===== src/rtl/strap_pkg.sv =====
`timescale 1ns/1ps
// Package: widths, the strap bundle type and the write field codes shared by the strap logic.
package strap_pkg;
    localparam int ADDR_W = 5;
    localparam int LED_W  = 2;

    typedef struct packed {
        logic [ADDR_W-1:0] addr;
        logic              an;
        logic              ifmode;
        logic              led;
        logic              mdix;
    } strap_t;

    localparam int STRAP_W = $bits(strap_t);

    typedef enum logic [1:0] {
        FLD_ADDR = 2'd0,
        FLD_LED  = 2'd1,
        FLD_MDIX = 2'd2,
        FLD_NONE = 2'd3
    } wr_fld_e;

    localparam logic [LED_W-1:0] LED_MODE1 = 2'd1;
    localparam logic [LED_W-1:0] LED_MODE2 = 2'd2;
endpackage


===== src/rtl/strap_sync.sv =====
`timescale 1ns/1ps
// Module: strap_sync
// A multi-stage synchronizer for a vector of slow pin levels.
// Assumes the pins are quasi-static, so each bit is synchronized on its own.
// There is no reset: the chain must keep sampling while reset is held.
module strap_sync #(
    parameter int W      = 9,
    parameter int STAGES = 2
) (
    input  logic         clk,
    input  logic [W-1:0] din,
    output logic [W-1:0] dout
);
    logic [STAGES-1:0][W-1:0] stg;

    // First stage samples the asynchronous pins.
    always_ff @(posedge clk) stg[0] <= din;

    generate
        for (genvar s = 1; s < STAGES; s++) begin : g_stage
            // Each later stage resolves metastability from the stage before it.
            always_ff @(posedge clk) stg[s] <= stg[s-1];
        end
    endgenerate

    assign dout = stg[STAGES-1];
endmodule


===== src/rtl/strap_capture.sv =====
`timescale 1ns/1ps
// Module: strap_capture
// Tracks the synchronized strap levels while reset is low.
// Holds the last tracked value once reset is released.
// Assumes rst_n is synchronous to clk.
module strap_capture
    import strap_pkg::*;
(
    input  logic   clk,
    input  logic   rst_n,
    input  strap_t sync_in,
    output strap_t strap_q
);
    // Load while in reset; freeze from the first edge with reset high.
    always_ff @(posedge clk) begin
        if (!rst_n) strap_q <= sync_in;
    end
endmodule


===== src/rtl/cfg_override.sv =====
`timescale 1ns/1ps
// Module: cfg_override
// Software overrides for the address, LED mode and MDIX fields.
// Each field shows its strap-derived default until a write replaces it.
// Reset clears every override, and writes during reset are dropped.
module cfg_override
    import strap_pkg::*;
(
    input  logic              clk,
    input  logic              rst_n,
    input  logic [ADDR_W-1:0] dflt_addr,
    input  logic [LED_W-1:0]  dflt_led,
    input  logic              dflt_mdix,
    input  logic              wr_en,
    input  wr_fld_e           wr_fld,
    input  logic [ADDR_W-1:0] wr_data,
    output logic [ADDR_W-1:0] addr_o,
    output logic [LED_W-1:0]  led_o,
    output logic              mdix_o
);
    logic              addr_vld, led_vld, mdix_vld;
    logic [ADDR_W-1:0] addr_ovr;
    logic [LED_W-1:0]  led_ovr;
    logic              mdix_ovr;

    // Record software writes; hardware reset drops all of them.
    always_ff @(posedge clk) begin
        if (!rst_n) begin
            addr_vld <= 1'b0;
            led_vld  <= 1'b0;
            mdix_vld <= 1'b0;
            addr_ovr <= '0;
            led_ovr  <= '0;
            mdix_ovr <= 1'b0;
        end else if (wr_en) begin
            case (wr_fld)
                FLD_ADDR: begin addr_vld <= 1'b1; addr_ovr <= wr_data; end
                FLD_LED:  begin led_vld  <= 1'b1; led_ovr  <= wr_data[LED_W-1:0]; end
                FLD_MDIX: begin mdix_vld <= 1'b1; mdix_ovr <= wr_data[0]; end
                default:  ;
            endcase
        end
    end

    // Choose the override when one exists, otherwise the strap default.
    always_comb begin
        addr_o = addr_vld ? addr_ovr : dflt_addr;
        led_o  = led_vld  ? led_ovr  : dflt_led;
        mdix_o = mdix_vld ? mdix_ovr : dflt_mdix;
    end
endmodule


===== src/rtl/rst_strap_cfg.sv =====
`timescale 1ns/1ps
// Module: rst_strap_cfg
// Reset strap capture and PHY configuration.
// The pins are synchronized, captured during reset and frozen at its release.
// The captured straps are decoded into the configuration outputs, and a few
// fields can be overridden by software writes.
// Assumes rst_n is synchronous and low for at least SYNC_STAGES+1 edges.
module rst_strap_cfg
    import strap_pkg::*;
#(
    parameter int SYNC_STAGES = 2
) (
    input  logic              clk,
    input  logic              rst_n,
    input  logic [ADDR_W-1:0] pin_addr,
    input  logic              pin_an,
    input  logic              pin_ifmode,
    input  logic              pin_led,
    input  logic              pin_mdix,
    input  logic              wr_en,
    input  logic [1:0]        wr_sel,
    input  logic [ADDR_W-1:0] wr_data,
    output logic [ADDR_W-1:0] phy_addr,
    output logic              isolate,
    output logic [3:0]        adv_abil,
    output logic              bmc_fdx,
    output logic              rmii_mode,
    output logic [LED_W-1:0]  led_mode,
    output logic              mdix_en
);
    strap_t           pins_raw, pins_sync, strap_q;
    logic [LED_W-1:0] led_dflt;

    // Bundle the raw pins into the strap type.
    always_comb begin
        pins_raw.addr   = pin_addr;
        pins_raw.an     = pin_an;
        pins_raw.ifmode = pin_ifmode;
        pins_raw.led    = pin_led;
        pins_raw.mdix   = pin_mdix;
    end

    strap_sync #(.W(STRAP_W), .STAGES(SYNC_STAGES)) u_sync (
        .clk  (clk),
        .din  (pins_raw),
        .dout (pins_sync)
    );

    strap_capture u_cap (
        .clk     (clk),
        .rst_n   (rst_n),
        .sync_in (pins_sync),
        .strap_q (strap_q)
    );

    // Decode the captured straps into the fixed configuration outputs.
    always_comb begin
        isolate   = (strap_q.addr == '0);
        adv_abil  = {strap_q.an, 1'b1, strap_q.an, 1'b1};
        bmc_fdx   = strap_q.an;
        rmii_mode = strap_q.ifmode;
        led_dflt  = strap_q.led ? LED_MODE1 : LED_MODE2;
    end

    cfg_override u_ovr (
        .clk       (clk),
        .rst_n     (rst_n),
        .dflt_addr (strap_q.addr),
        .dflt_led  (led_dflt),
        .dflt_mdix (strap_q.mdix),
        .wr_en     (wr_en),
        .wr_fld    (wr_fld_e'(wr_sel)),
        .wr_data   (wr_data),
        .addr_o    (phy_addr),
        .led_o     (led_mode),
        .mdix_o    (mdix_en)
    );
endmodule


===== config.mk =====
export PLATFORM = sky130hd
export DESIGN_NAME = rst_strap_cfg
export DESIGN_NICKNAME = d
export VERILOG_FILES = /design/src/rtl/strap_pkg.sv /design/src/rtl/strap_sync.sv /design/src/rtl/strap_capture.sv /design/src/rtl/cfg_override.sv /design/src/rtl/rst_strap_cfg.sv
export SDC_FILE = /design/constraint.sdc
export NUM_CORES = 1
export LEC_CHECK = 0
export ABC_AREA = 1
export ABC_CLOCK_PERIOD_IN_PS = 1600
export BUFFER_PORTS_ARGS = -buffer_cell sky130_fd_sc_hd__buf_2
export CELL_PAD_IN_SITES_DETAIL_PLACEMENT = 0
export CELL_PAD_IN_SITES_GLOBAL_PLACEMENT = 1
export CORE_MARGIN = 2
export CORE_UTILIZATION = 40
export DETAILED_ROUTE_END_ITERATION = 8
export PLACE_DENSITY_LB_ADDON = 0.05
export SLEW_MARGIN = 20
export SYNTH_ARGS = -nofsm -noshare
export SYNTH_HDL_FRONTEND = slang
export SYNTH_SLANG_ARGS = --single-unit

===== constraint.sdc =====
create_clock -name clk -period 1.6 [get_ports clk]
set_input_delay 0.48 -clock clk [delete_from_list [all_inputs] [get_ports clk]]
set_output_delay 0.48 -clock clk [all_outputs]
set_load 0.02 [all_outputs]

Word level (Yosys, flattened, before mapping)
Cells that the tools add are included.
{"block": "op_classes", "eq_ne": 2, "reduce_logical": 5, "muxes": 4}
{"operator": "$reduce_and 2->1", "n": 3}
{"operator": "$logic_not 5->1", "n": 1}
{"operator": "$mux 5", "n": 1}
{"operator": "$mux 2", "n": 2}
{"operator": "$eq 2x1->1 const B", "n": 1}
{"operator": "$eq 2x2->1 const B", "n": 1}
{"operator": "$logic_not 2->1", "n": 1}
{"operator": "$mux 1", "n": 1}
{"block": "word_totals", "out_inout_bits": 15, "register_bits": 38, "elab_cells": 24, "in_bits": 19}

Longest topological paths before layout
Gate-level depths: netlist of the first run.
{"block": "logic_depth", "word_depth": 2, "mapped_depth": 5, "ltp_nobuf": 5}

By module
A second synthesis of the first run with hierarchy kept.
{"block": "hier_totals", "cells_unflattened": 138, "hier_area_um2": 1320.0}
{"module": "cfg_override", "area_each_um2": 554.3, "seq_area_each_um2": 220.2, "n_inst": 1, "cells_each": 88}
{"module": "strap_sync", "area_each_um2": 427.9, "seq_area_each_um2": 360.3, "n_inst": 1, "cells_each": 27}
{"module": "strap_capture", "area_each_um2": 274.0, "seq_area_each_um2": 270.3, "n_inst": 1, "cells_each": 10}
{"module": "rst_strap_cfg", "area_each_um2": 63.8, "seq_area_each_um2": 0.0, "n_inst": 1, "cells_each": 13}

Least setup slack after synthesis of the first run
Ideal clock, no wire load.
{"block": "synth_timing", "path_type": "reg2out", "from": "register u_cap.strap_q[8] (netlist name)", "to": "output port isolate", "slack_ps": 192, "stages_incl_launch_ff": 4, "arrival_time_ps": 928, "n_path_buf": 0, "path_cell_list": "edfxtp_1 inv_1 nand3_1 nor3_1"}
{"block": "synth_via", "elab_chain_cells": 1}
{"item": "$logic_not 5->1", "line": "rst_strap_cfg.sv:58", "rtl": "isolate = (strap_q.addr == '0);"}
{"item": "end, declared", "line": "rst_strap_cfg.sv:24", "rtl": "output logic isolate,"}
Every way passes these cells.

Worst setup path after layout of the first run
{"block": "layout_timing", "from": "register u_cap.strap_q[5] (netlist name)", "to": "output port phy_addr[1]"}
{"block": "layout_via", "elab_chain_cells": 1}
{"item": "$mux 5", "line": "cfg_override.sv:47", "rtl": "addr_o = addr_vld ? addr_ovr : dflt_addr;"}
{"item": "end, declared", "line": "rst_strap_cfg.sv:23", "rtl": "output logic [ADDR_W-1:0] phy_addr,"}
Every way passes these cells.

==> flow_summary.ini, run 1 <==
[status]
status = complete, but fails checks
violations = negative setup slack

[placed_design]
gp_congestion = 0.694
dp_hpwl_mm = 1.28
port_buffers = 31
placed_cells = 176
pre_cts_ws_ns = 0.157

[timing]
fmax_ghz = 0.602
finClkSkew_ns = 0.0102
hold_viol = 0
period_share_pct = 104
maxSlewViolCount = 0
period_needed_ns = 1.66
fin_tns_setup_ns = -0.167
rsz0062_at_grt = true
hold_slack_ns = 0.245
setup_viol = 3
setup_slack_ns = -0.0623

[floorplan]
core-area_um2 = 2980
ios = 34
start_util_pct = 41.1
fp.dieH_um = 59.3
rows = 20
die_x_um = 59.3
fp.dieArea_um2 = 3510

[cells_and_area]
layout.area.seq_um2 = 856
drive_above_1_share_pct = 34.9
diodes = 0
fillers = 281
multi_input_area_um2 = 283
instances_no_fill = 185
syn_to_final_growth_pct = 27.1
nets = 170

[clock_tree]
htree_levels = 2
clock-root-buffer = clkbuf_4
cts.sinks = 38
ctsLongestPathBuffers = 2
cts_tree = done
cts-buffers-inserted = 5
clk_latency_ns = 0.33
path_clk_slew_ns = 0.11

[critical_path]
timing.rr.start = u_ovr.addr_vld
crit_slowest_cell = edfxtp_1
worst-path-max-fanout = 2
rrSetupSlack_ns = 0.97
r2r_end = u_ovr.addr_vld
crit_required_ns = 1.12
ff2ff_path_depth = 2
start_kind = flop
worstSetupEndpointType = primary output
crit_family = flip-flops
slowest_delay_ns = 0.44
critPathArrivalTime_ns = 1.18
crit_buf_inv = 1
crit_type = flop to primary output
crit_chain = mux2_4 -> buf_6

[grt]
grt_usage_pct = 11.6
grt_overflow_total = 0
grt_max_degree = 14
grt_pass1_wl_mm = 2.91
grt_antenna_before_repair = 0
grt_pass1_vias = 714

[synth]
syn_avg_cell_area_um2 = 10.4
ys_warn_count = 0
netlist_instances = 117
syn_area_um2 = 1220
synth-seq-cells = 38
synth.area.top_cells = dfxtp_1 47%, edfxtp_1 22%, inv_1 4.9%
yosys.area.top_type = dfxtp_1
synth_seq_area_share_pct = 69.6
netlist.area_leader.share_pct = 47.5
synthDistinctLibCells = 16

[hold_path]
whs_endpoint = u_sync.stg[8]
hp-start = pin_addr[4]
min_path_type = primary input to flop
min_path_cells = 1

[job]
cap_viol_max_count = 0

[routing]
drcViolationCount = 0
drtAntennaViolNets = 0
vias = 814
drt_iter0_drc = 49
drt_first_pass_iters = 4
viasPerCell = 4.40
wire_per_inst_um = 10.3
wirelength_mm = 1.91

[power_and_ir_drop]
p_per_area_nw_per_um2 = 1280
peakVddDrop_mv = 0.774
power_mw = 1.98
p_leak_nw = 0.729
[layer usage]
metal	vias up	track usage, %	wire length (um)
met3	2	6.11	113
li1	428	-	-
met2	25	18.2	922
met4	0	5.84	13
met5	-	0	0
met1	359	12.7	863
[power breakdown]
part / total (mW) / switching [mW] / leakage (nW) / internal, mW
registers: 1.05 / 0.0185 / 0.331 / 1.03
logic: 0.167 / 0.0953 / 0.341 / 0.0719
clock network: 0.763 / 0.297 / 0.0567 / 0.467
[state kept, by name, indices dropped and copies added, names as in the netlist]
signal and cells:
u_ovr.mdix_ovr 1, u_cap.strap_q 9, u_ovr.led_ovr 2, u_ovr.addr_vld 1
u_sync.dout 9, u_ovr.mdix_vld 1, u_ovr.addr_ovr 5, u_ovr.led_vld 1
u_sync.stg 9
[worst max path at each step]
stage                           startpoint          end  cells after the start
after floorplan           u_cap.strap_q[8]      isolate                      3
after global placement      u_ovr.addr_vld  phy_addr[1]                      2
after detailed placement    u_ovr.addr_vld  phy_addr[1]                      2
after CTS                 u_cap.strap_q[8]      isolate                      4
after global routing      u_cap.strap_q[6]      isolate                      4
final                     u_cap.strap_q[5]  phy_addr[1]                      2
[Yosys cell counts]
cell type / instances
conb_1: 1
buf_4: 4
inv_1: 16
nand2_1: 16
nor2_2: 1
o21a_1: 1
dfxtp_1: 29
buf_2: 3
edfxtp_1: 9
o21ai_0: 5
nand3_1: 8
nor2_1: 12
mux2_2: 2
buf_6: 1
a21oi_1: 8
nor3_1: 1
[per-stage QoR]
stage               area, um2  util, %
finish                   1550     52.2
global route             1550     52.2
CTS                      1510     50.6
detailed placement       1380     46.4
global placement         1380     46.4
floorplan                1230        -
[cell families after synthesis]
group / Yosys count / synth area share [%]
buf+inv: 24 / 9.52
compound gates: 14 / 5.94
mux: 2 / 1.84
other cells: 1 / 0.307
simple gates: 38 / 12.8
flops: 38 / 69.6
[worst reg2reg max path: cells and delay by family, from the launching register on]
family | cells | cell delay [ns]
AO/OA/AOI/OAI | 1 | 0.11
AND/OR/NAND/NOR | 1 | 0.04
flip-flops | 1 | 0.38
[area by class of cell]
type,count,area share (%)
clock buffer,7,4.91
clock inverter,1,1.93
inverter,16,3.86
multi-input combinational,56,18.2
sequential,38,55.1
tap,33,2.66
timing repair buffer,34,13.4
[what timing repair did]
action	CTS	global route
endpoints found under the hold margin	0	0
endpoints found under the setup margin	6	9
pin swaps	0	1
setup buffers	1	0
gates resized for setup	6	20
hold buffers	0	0
[layout by cell type, fill, tap and decap left out, drive strengths merged]
master	count
nor3	1
dfxtp	29
inv	16
nand3	8
o21ai	5
buf	34
bufinv	1
nor2	13
nand2	16
a21oi	8
mux2	2
clkbuf	7
conb	2
edfxtp	9
o21a	1
(Power assumes the default switching activity.)
==> run 2: changes to the inputs <==
--- a/config.mk
+++ b/config.mk
@@ -8,12 +8,15 @@
 export ABC_AREA = 1
 export ABC_CLOCK_PERIOD_IN_PS = 1600
 export BUFFER_PORTS_ARGS = -buffer_cell sky130_fd_sc_hd__buf_2
+export CAP_MARGIN = 20
 export CELL_PAD_IN_SITES_DETAIL_PLACEMENT = 0
 export CELL_PAD_IN_SITES_GLOBAL_PLACEMENT = 1
 export CORE_MARGIN = 2
 export CORE_UTILIZATION = 40
 export DETAILED_ROUTE_END_ITERATION = 8
 export PLACE_DENSITY_LB_ADDON = 0.05
+export RECOVER_POWER = 100
+export SKIP_LAST_GASP = 1
 export SLEW_MARGIN = 20
 export SYNTH_ARGS = -nofsm -noshare
 export SYNTH_HDL_FRONTEND = slang
==> flow_summary.ini, run 2 (synthesized netlist as in run 1, its figures left out) <==
[cells_and_area]
drive_above_1_share_pct = 28.3
instances_no_fill = 185
finish.utilization_pct = 51.3
postLayoutCellArea_um2 = 1530
layout_commonest_cell = dfxtp_1
final_cell_mix = 27 x dfxtp_1, 19 x buf_2, 15 x nand2_1
nets = 170
syn_to_final_growth_pct = 25.0
diodes = 0

[floorplan]
fp.dieArea_um2 = 3510
ios = 34
rows = 20
start_util_pct = 41.1
fp.dieH_um = 59.3
die_x_um = 59.3
core-area_um2 = 2980

[placed_design]
dp_hpwl_mm = 1.28
dpl_cell_area_um2 = 1380
pre_cts_ws_ns = 0.157
placed_cells = 176
gp_congestion = 0.694
port_buffers = 31

[power_and_ir_drop]
p_int_mw = 1.57
p_comb_share_pct = 8.0
netSwitchingFraction_pct = 20.7
clkPwrFrac_pct = 38.7
p_leak_nw = 0.705
p_per_area_nw_per_um2 = 1290
switching_power_mw = 0.408
p_seq_share_pct = 53.3
peakVddDrop_mv = 0.773

[clock_tree]
cts-buffers-inserted = 5
clk_latency_ns = 0.33
hold_buffers = 0
path_clk_slew_ns = 0.11
clock-root-buffer = clkbuf_4
ctsLongestPathBuffers = 2
cts.sinks = 38
htree_levels = 2
cts_tree = done

[routing]
drtAntennaViolNets = 0
drt_first_pass_iters = 4
wire_per_inst_um = 10.3
drt_iter0_drc = 50
vias = 813
drcViolationCount = 0
viasPerCell = 4.39
wirelength_mm = 1.90

[timing]
fmax_ghz = 0.601
finClkSkew_ns = 0.0102
hold_viol = 0
period_needed_ns = 1.66
worst_slew_pin_slew_ns = 0.657
hold_slack_ns = 0.246
maxSlewViolCount = 0
rsz0062_at_grt = true
slew_headroom_pct = 56.1
setup_slack_ns = -0.0635
period_share_pct = 104
setup_viol = 5

[job]
cap_viol_max_count = 0

[grt]
grt_pass1_wl_mm = 2.91
grt_usage_pct = 11.6
grt_pass1_vias = 714
grt_overflow_total = 0
grt_antenna_before_repair = 0
grt_max_degree = 14

[hold_path]
min_path_type = primary input to flop

[critical_path]
start_kind = flop
crit_type = flop to primary output
crit_required_ns = 1.12
worstSetupEndpointType = primary output
critPathArrivalTime_ns = 1.18
worst-path-max-fanout = 2

[status]
violations = negative setup slack
status = complete, but fails checks
run 2: per-stage QoR:
stage	total power [mW]	TNS, ns
after floorplan	1.17	0
after global placement	1.22	0
after detailed placement	1.22	0
after CTS	2.00	-0.414
after global routing	2.07	-0.552
final	1.97	-0.196
run 2: final timing paths:
kind | from | to | slack, ns | depth (start not counted)
setup / recovery | u_cap.strap_q[8] | isolate | -0.06 | 4
hold / removal | pin_addr[4] | u_sync.stg[8] | 0.25 | 1
setup reg to reg | u_ovr.addr_vld | u_ovr.addr_vld | 0.96 | 2
hold reg to reg | u_sync.stg[5] | u_sync.dout[5] | 0.34 | 0
run 2: worst max-delay path, stage by stage, from the launching register on:
cell      delay (ns)
edfxtp_1        0.41
inv_2           0.08
nand3_1         0.10
nor3_2          0.12
buf_4           0.16
run 2: final cells by class:
cell class                 count  area (um2)
inverter                      16        60.1
timing repair buffer          34         193
multi-input combinational     56         272
clock inverter                 1        30.0
sequential                    38         856
tap                           33        41.3
fill                         283        1450
clock buffer                   7        76.3
run 2: layer usage:
| metal | track usage, % | part of all wire, % |
|---|---|---|
| met5 | 0 | 0 |
| met4 | 5.84 | 0.69 |
| met3 | 6.11 | 5.9 |
| met2 | 18.2 | 49 |
| met1 | 12.7 | 45 |
run 2: timing repair:
| action | CTS | global route |
|---|---|---|
| buffers inserted | 1 | 0 |
| pin swaps | 0 | 1 |
| resized for setup | 6 | 14 |
| endpoints found under the setup margin | 6 | 9 |
run 2: power groups by stage:
stage	clock network (mW)	logic, mW	registers, mW
global route	0.833	0.177	1.06
detailed placement	0	0.147	1.07
finish	0.763	0.159	1.05
CTS	0.792	0.155	1.05
global placement	0	0.145	1.07
floorplan	0	0.100	1.07
==> run 3: changes to the inputs <==
--- a/config.mk
+++ b/config.mk
@@ -16,8 +16,9 @@
 export DETAILED_ROUTE_END_ITERATION = 8
 export PLACE_DENSITY_LB_ADDON = 0.05
 export RECOVER_POWER = 100
+export SETUP_SLACK_MARGIN = 0.4
 export SKIP_LAST_GASP = 1
-export SLEW_MARGIN = 20
+export SLEW_MARGIN = 5
 export SYNTH_ARGS = -nofsm -noshare
 export SYNTH_HDL_FRONTEND = slang
 export SYNTH_SLANG_ARGS = --single-unit
==> flow_summary.ini, run 3 (synthesized netlist as in run 1, its figures left out) <==
[routing]
drcViolationCount = 0
vias = 809
drt_iter0_drc = 41
drtAntennaViolNets = 0
wire_per_inst_um = 10.1
viasPerCell = 4.35
drt_first_pass_iters = 4
wirelength_mm = 1.89

[clock_tree]
htree_levels = 2
clk_latency_ns = 0.33
path_clk_slew_ns = 0.11
cts-buffers-inserted = 5
ctsLongestPathBuffers = 2
clock-root-buffer = clkbuf_4
cts_tree = done
hold_buffers = 0
cts.sinks = 38

[hold_path]
min_path_type = primary input to flop

[timing]
fmax_ghz = 0.604
period_needed_ns = 1.65
fin_tns_setup_ns = -0.201
setup_slack_ns = -0.0549
finClkSkew_ns = 0.0110
hold_viol = 0
setup_viol = 5
slew_headroom_pct = 57.0
worst_slew_pin_slew_ns = 0.642
hold_slack_ns = 0.251
rsz0062_at_grt = true
period_share_pct = 103
maxSlewViolCount = 0

[critical_path]
crit_type = flop to primary output
worst-path-max-fanout = 2
start_kind = flop
crit_required_ns = 1.12
worstSetupEndpointType = primary output
critPathArrivalTime_ns = 1.17

[power_and_ir_drop]
p_per_area_nw_per_um2 = 1210
clkPwrFrac_pct = 36.5
p_leak_nw = 0.733
p_comb_share_pct = 9.5
switching_power_mw = 0.415
peakVddDrop_mv = 0.670
p_int_mw = 1.54
netSwitchingFraction_pct = 21.3
p_seq_share_pct = 54.0

[cells_and_area]
diodes = 0
final_cell_mix = 24 x dfxtp_1, 15 x buf_2, 13 x nor2_1
nets = 171
drive_above_1_share_pct = 38.6
fillers = 282
layout_commonest_cell = dfxtp_1
syn_to_final_growth_pct = 31.6

[floorplan]
rows = 20
fp.dieH_um = 59.3
core-area_um2 = 2980
ios = 34
die_x_um = 59.3
fp.dieArea_um2 = 3510
start_util_pct = 41.1

[grt]
grt_overflow_total = 0
grt_pass1_wl_mm = 3.11
grt_usage_pct = 12.3
grt_pass1_vias = 761
grt_antenna_before_repair = 0
grt_max_degree = 14

[job]
cap_viol_max_count = 0

[placed_design]
dp_hpwl_mm = 1.26
port_buffers = 31
gp_congestion = 0.723

[status]
violations = negative setup slack
status = complete, but fails checks
## run 3: worst max-delay path, cell delays in order (launching register included)
cell	delay, ns
edfxtp_1	0.40
inv_2	0.08
nand3_2	0.08
nor3_2	0.13
buf_4	0.17
## run 3: worst paths after layout
path	depth (start not counted)	from	slack, ns	end
worst min register to register	0	u_sync.stg[4]	0.33	u_sync.dout[4]
worst min-delay path	1	pin_led	0.25	u_sync.stg[1]
worst max-delay path	4	u_cap.strap_q[6]	-0.05	isolate
worst max register to register	3	u_ovr.addr_vld	0.81	u_ovr.addr_vld
## run 3: power by group through the flow
stage               sequential, mW  clock [mW]  combinational [mW]
floorplan                     1.07           0               0.108
global placement              1.07           0               0.149
detailed placement            1.07           0               0.151
CTS                           1.05       0.734               0.197
global route                  1.06       0.778               0.204
finish                        1.05       0.712               0.185
## run 3: cell type report
class,count,area [um2],area share (%)
clock buffer,6,62.6,3.89
clock inverter,2,33.8,2.10
inverter,16,61.3,3.81
multi-input combinational,56,322,20.0
sequential,38,860,53.4
tap,33,41.3,2.57
timing repair buffer,35,229,14.2
## run 3: per-layer routing
metal | vias to the layer above | GRT usage, % | wire, um
met4 | 0 | 6.82 | 28
met3 | 5 | 4.15 | 134
li1 | 432 | - | -
met5 | - | 0 | 0
met2 | 25 | 19.5 | 909
met1 | 347 | 14.5 | 813
## run 3: timing repair
action,in CTS,in global routing
buffers inserted,2,1
hold endpoints to repair,0,0
pin swaps,4,2
resized for setup,39,8
gates cloned,0,0
setup endpoints to repair,13,13
## run 3: through the flow
stage / utilization (%) / area [um2] / total power, mW / std cells / worst slack (ns)
6_report: 54.0 / 1610 / 1.95 / 186 / -0.0549
5_1_grt: 54.0 / 1610 / 2.04 / 186 / -0.129
4_1_cts: 54.8 / 1630 / 1.99 / 185 / -0.0793
3_5_place_dp: 46.8 / 1400 / 1.23 / 175 / 0.238
3_3_place_gp: 46.8 / 1400 / 1.22 / 175 / 0.250
2_1_floorplan: - / 1250 / 1.18 / 118 / 0.333
